$ cat config.mk
export PLATFORM = sky130hd
export DESIGN_NAME = sram_strobe_ctrl
export DESIGN_NICKNAME = d
export VERILOG_FILES = /design/src/rtl/sram_strobe_ctrl.sv
export SDC_FILE = /design/constraint.sdc
export NUM_CORES = 1
export LEC_CHECK = 0
export ABC_AREA = 0
export BUFFER_PORTS_ARGS = -buffer_cell sky130_fd_sc_hd__buf_2
export CORE_MARGIN = 2
export CORE_UTILIZATION = 48
export CTS_BUF_LIST = sky130_fd_sc_hd__clkbuf_4 sky130_fd_sc_hd__clkbuf_8 sky130_fd_sc_hd__clkbuf_16
export DETAILED_ROUTE_END_ITERATION = 8
export PLACE_DENSITY_LB_ADDON = 0.25
export RECOVER_POWER = 50
export SLEW_MARGIN = 20
export SYNTH_ARGS = -nofsm -noshare
export SYNTH_HDL_FRONTEND = slang
export SYNTH_SLANG_ARGS = --single-unit
$ cat constraint.sdc
create_clock -name clk -period 2.5 [get_ports clk]
set_clock_uncertainty 0.05 [all_clocks]
set_input_delay 0.5 -clock clk [delete_from_list [all_inputs] [get_ports clk]]
set_output_delay 0.5 -clock clk [all_outputs]
set_load 0.02 [all_outputs]
$ cat src/rtl/sram_strobe_ctrl.sv
module sram_strobe_ctrl #(
  parameter int CLK_PERIOD_NS = 10,
  parameter int ADDR_W        = 20,
  parameter int T_RC_NS       = 45,
  parameter int T_AA_NS       = 45,
  parameter int T_OE_NS       = 30,
  parameter int T_WC_NS       = 45,
  parameter int T_WP_NS       = 35,
  parameter int T_AW_NS       = 45,
  parameter int T_DW_NS       = 25,
  parameter int T_MODE_NS     = 5000000
) (
  input  logic              clk,
  input  logic              rst_n,
  input  logic              req_valid,
  output logic              req_ready,
  input  logic              req_write,
  input  logic              req_byte_mode,
  input  logic [ADDR_W:0]   req_addr,
  input  logic [15:0]       req_wdata,
  input  logic [1:0]        req_be,
  output logic              rsp_valid,
  output logic [15:0]       rsp_rdata,
  output logic [ADDR_W-1:0] mem_addr,
  output logic              mem_cs1_n,
  output logic              mem_cs2,
  output logic              mem_we_n,
  output logic              mem_oe_n,
  output logic              mem_lb_n,
  output logic              mem_ub_n,
  output logic              mem_byte_n,
  output logic [15:0]       mem_dq_out,
  output logic [15:0]       mem_dq_oe,
  input  logic [15:0]       mem_dq_in
);

  function automatic int cyc(input int ns);
    int c;
    c = (ns + CLK_PERIOD_NS - 1) / CLK_PERIOD_NS;
    return (c < 1) ? 1 : c;
  endfunction

  function automatic int mx(input int a, input int b);
    return (a > b) ? a : b;
  endfunction

  // phase lengths in cycles
  localparam int L_RD    = mx(mx(cyc(T_RC_NS), cyc(T_AA_NS)), cyc(T_OE_NS));
  localparam int L_WR    = mx(mx(cyc(T_WC_NS), cyc(T_WP_NS)), mx(cyc(T_AW_NS), cyc(T_DW_NS)));
  localparam int N_MODE  = cyc(T_MODE_NS);
  localparam int CNT_MAX = mx(mx(L_RD, L_WR), N_MODE);
  localparam int CW      = $clog2(CNT_MAX + 1);

  typedef enum logic [2:0] {
    S_IDLE, S_MPRE, S_MPOST, S_RD, S_TURN, S_WR, S_WREC, S_NULL
  } state_t;

  state_t          state;
  logic [CW-1:0]   cnt;
  logic [CW-1:0]   dcnt;
  logic            byte_q;
  logic            op_wr;
  logic            op_mode;
  logic [ADDR_W:0] addr_q;
  logic [15:0]     wdata_q;
  logic [1:0]      be_q;

  logic no_lane;
  logic sel;
  logic wr_act;
  logic rd_act;

  assign no_lane = req_byte_mode ? !req_be[0] : (req_be == 2'b00);
  assign rd_act  = (state == S_RD);
  assign wr_act  = (state == S_WR);
  assign sel     = rd_act || wr_act;

  assign req_ready  = (state == S_IDLE);
  assign mem_cs1_n  = !sel;
  assign mem_cs2    = sel;
  assign mem_we_n   = !wr_act;
  assign mem_oe_n   = !rd_act;
  assign mem_lb_n   = !(sel && (byte_q || be_q[0]));
  assign mem_ub_n   = !(sel && (byte_q || be_q[1]));
  assign mem_byte_n = !byte_q;
  assign mem_addr   = addr_q[ADDR_W:1];
  assign mem_dq_out = byte_q ? {addr_q[0], 7'd0, wdata_q[7:0]} : wdata_q;
  assign mem_dq_oe  = byte_q ? {1'b1, 7'd0, {8{wr_act}}}
                             : {{8{wr_act && be_q[1]}}, {8{wr_act && be_q[0]}}};

  always_ff @(posedge clk or negedge rst_n) begin
    if (!rst_n) begin
      state     <= S_IDLE;
      cnt       <= '0;
      dcnt      <= '0;
      byte_q    <= 1'b0;
      op_wr     <= 1'b0;
      op_mode   <= 1'b0;
      addr_q    <= '0;
      wdata_q   <= '0;
      be_q      <= '0;
      rsp_valid <= 1'b0;
      rsp_rdata <= '0;
    end else begin
      rsp_valid <= 1'b0;
      if (sel)
        dcnt <= '0;
      else if (dcnt < CW'(N_MODE))
        dcnt <= dcnt + 1'b1;

      case (state)
        S_IDLE: if (req_valid) begin
          op_wr   <= req_write;
          op_mode <= req_byte_mode;
          addr_q  <= req_addr;
          wdata_q <= req_wdata;
          be_q    <= req_be;
          cnt     <= '0;
          if (no_lane) begin
            rsp_valid <= !req_write;
            if (!req_write) rsp_rdata <= '0;
            state <= S_NULL;
          end else if (req_byte_mode != byte_q) begin
            state <= S_MPRE;
          end else begin
            state <= req_write ? S_WR : S_RD;
          end
        end
        S_MPRE: if (dcnt >= CW'(N_MODE)) begin
          byte_q <= op_mode;
          cnt    <= '0;
          state  <= S_MPOST;
        end
        S_MPOST: begin
          if (cnt == CW'(N_MODE - 1)) begin
            cnt   <= '0;
            state <= op_wr ? S_WR : S_RD;
          end else begin
            cnt <= cnt + 1'b1;
          end
        end
        S_RD: begin
          if (cnt == CW'(L_RD - 1)) begin
            rsp_valid <= 1'b1;
            rsp_rdata <= byte_q ? {8'd0, mem_dq_in[7:0]}
                                : {be_q[1] ? mem_dq_in[15:8] : 8'd0,
                                   be_q[0] ? mem_dq_in[7:0]  : 8'd0};
            state <= S_TURN;
          end else begin
            cnt <= cnt + 1'b1;
          end
        end
        S_WR: begin
          if (cnt == CW'(L_WR - 1)) state <= S_WREC;
          else cnt <= cnt + 1'b1;
        end
        S_TURN:  state <= S_IDLE;
        S_WREC:  state <= S_IDLE;
        S_NULL:  state <= S_IDLE;
        default: state <= S_IDLE;
      endcase
    end
  end

endmodule

==> results.yml <==
route:
  vias_per_cell: 5.240
  ant_nets: 0
  via_count: 3935
  first_pass_iters: 4
  drtIter0Drc: 234
  drcViolationCount: 0
  drt_wl_total_um: 10870
  wl_per_cell_um: 14.47
global_routing:
  grt_max_degree: 47
  grt_pass1_vias: 3858
  track_usage: 0.1978
  antenna_found_initial: 0
  grt_pass1_wl_um: 18170
  overflow: 0
placed_design:
  dp_slack_ns: 0.05730
  post-dp-hpwl_um: 8003
  place_congestion: 0.8767
  io_buffers: 136
  placed_cell_area_um2: 5768
synthesis:
  syn_area_um2: 5110
  muxShareOfSynthArea: 0.1009
  synth_top_cell_area_share: 0.4897
  synth-adder-area-share: 0.009794
  synth.largest_area_cell: "dfrtp_1"
  syn_avg_cell_area_um2: 10.30
  seq_area_frac_synth: 0.4897
  synth-compound-area-share: 0.09109
  synth_warnings: 0
  synth_top_family_by_area: "simple AND/OR/NAND/NOR gates"
  syn_inst: 496
  synth_fp_nets: 560
  ys_top_cells_by_area: "dfrtp_1 (49%), mux2_2 (9.7%), buf_4 (6.3%), nand2_1 (4.0%), nor2_1 (2.9%)"
  synth-xor-area-share: 0.03257
  synth-main-ff-cell: "dfrtp_1"
  yosys-top-cells-count: "dfrtp_1 (100), nand2_1 (54), mux2_2 (44)"
  synth-edff-count: 0
  ys_types: 56
  yosys.area_share.simple: 0.1888
  yosysMostFrequentCell: "dfrtp_1"
  ys_seq_elements: 100
  async_reset_ff_frac: 1.000
clocking:
  tritoncts: "yes"
  cts_buffer_depth: 2
  cts_root_buffer: "clkbuf_8"
  path_clk_slew_ns: 0.10
  htreeDepth: 3
  numCtsBuffers: 9
  clock_latency_ns: 0.36
  cts.sinks: 100
timing:
  drv_slew: 0
  hold_violations: 0
  fin_crit_sh: 0.9659
  worst_pin_slew_ns: 1.126
  fin_ws_ns: 0.08527
  period_minus_slack_ns: 2.415
  maxSlewHeadroom: 0.2490
  fmax_mhz: 414.1
  setup_viol: 0
power:
  ir_worst_vdd_uv: 336.2
  p_leak_nw: 2.937
  power_density_nw_per_um2: 486.6
critical_path:
  crit_path_frequent_cell: "or3_4"
  r2r.worst_path.cells: 7
  crit_family: "simple AND/OR/NAND/NOR gates"
  cp.depth: 7
  crit_slowest_cell: "or3_4"
  reg2reg_from: "cnt[1]"
  path_cells: "ha_2, nand3_2, or2_4, or3_4, or3_4, o211a_1, a221o_1"
  cp.required_ns: 2.69
  r2r_slack_ns: 0.09
  timing.rr.end: "cnt[18]"
  crit_path_start: "cnt[1]"
  max_stage_delay_ns: 0.40
  crit_arrival_ns: 2.61
  end_kind: "flop"
  crit_type: "flop to flop"
  worstPathMaxFanout: 5
  cp-start-kind: "flop"
  critPathBufInv: 0
  critPathCapture: "cnt[18]"
outcome:
  outcome: "complete, no violations"
flow_run:
  cap_violations: 0
cells_and_area:
  area_growth_pct: 16.75
  drive_above_1_share: 0.3366
  fillers: 908
  antenna_cells: 0
  seq_area_um2: 2502
  final_nets: 674
  multi_input_area_um2: 2195
  fin_area_um2: 5966
die:
  fp.dieH_um: 107.2
  core_area_um2: 10320
  fp-row-count: 37
  start_util: 0.4950
  die_w_um: 107.2
  dieArea_um2: 11490
  io_pins: 137
hold_path:
  hp-class: "input pin to async pin"
-- logic make-up (layout without fill, tap and decap cells) --
family / count (synthesis) / in the layout
fa+ha+maj: 4 / 4
flops: 100 / 100
xor+xnor: 19 / 19
mux: 46 / 46
buf+inv: 73 / 192
simple gates: 188 / 188
compound gates: 66 / 66
-- per-layer routing --
metal	track usage	routed length, um	part of all wire	vias up
li1	-	-	-	1913
met4	0.07236	165	0.015	0
met5	0	0	0	-
met1	0.2533	4852	0.45	1880
met3	0.05228	655	0.060	12
met2	0.3228	5194	0.48	130
-- final cells by class --
type	count	share of cell area
sequential	100	0.4195
multi-input combinational	323	0.3679
timing repair buffer	163	0.1437
tap	136	0.02852
clock buffer	10	0.02307
clock inverter	6	0.009228
inverter	13	0.008180
-- worst register-to-register path: cells and delay by family, from the launching register on --
family,cells,cell delay (ns)
and+or+nand+nor,4,1.18
adders and majority gates,1,0.21
DFF,1,0.39
AOI/OAI and AO/OA,2,0.46
-- flip-flops by register name, summed over array words and instances (netlist names) --
name and flops:
rsp_valid 1, wdata_q 16, rsp_rdata 16, be_q 2
cnt 19, op_mode 1, state 3, dcnt 19
byte_q 1, addr_q 21, op_wr 1
-- repair_timing --
item,CTS,global route
setup buffers,0,5
gates resized for setup,0,5
hold buffers,0,0
endpoints found under the setup margin,0,30
-- cells in the final DEF (no fill, tap or decap), types with 2 or more instances in the layout --
cell type / n
nand2_1: 54
buf_4: 24
nor3b_1: 2
o22ai_1: 3
buf_2: 97
nor2_4: 2
nor2_1: 37
and4_1: 2
buf_12: 2
xnor2_1: 3
ha_1: 3
nand2b_1: 4
dfrtp_1: 100
xor2_1: 16
a21oi_1: 7
o21ai_0: 23
inv_1: 12
or4_4: 2
nor3_1: 16
mux2i_1: 2
and3_1: 13
clkbuf_1: 39
o31ai_1: 2
nor4_1: 5
nand4_1: 9
inv_8: 2
a211o_1: 11
clkinvlp_4: 2
nor2b_1: 10
a21o_1: 4
nand3_1: 16
a31oi_1: 2
or2_2: 3
or3_4: 2
mux2_2: 44
clkbuf_8: 10
-- report_power, final --
group          switching [mW]  total, mW  internal [mW]  leakage, nW
clock network           0.579      0.988          0.408       0.0929
logic                   0.140      0.239         0.0991         1.52
registers              0.0211       1.68           1.65         1.32
total                   0.741       2.90           2.16         2.94
-- metrics by stage --
step                      total power [mW]  hold WS [ns]  setup TNS [ns]  std cells  utilization
after floorplan                      1.849        0.1544               0        496            -
after global placement               1.952        0.4080               0        730       0.5587
after detailed placement             1.958        0.4185               0        730       0.5587
after CTS                            2.965       0.08821               0        746       0.5774
after global routing                 3.049        0.2836       -0.001550        751       0.5779
final                                2.903        0.2827               0        751       0.5779
-- how the worst min path moves through the flow --
stage / from / cells past startpoint / end / slack [ns]
4_1_cts: rst_n / 1 / rsp_valid / 0.09
2_1_floorplan: rst_n / 0 / addr_q[0] / 0.15
5_1_grt: req_wdata[7] / 2 / wdata_q[7] / 0.28
3_3_place_gp: rsp_rdata[10] / 2 / rsp_rdata[10] / 0.41
6_report: rst_n / 1 / rsp_valid / 0.28
3_5_place_dp: rsp_rdata[0] / 2 / rsp_rdata[0] / 0.42
Power figures use the tool's default switching activity.
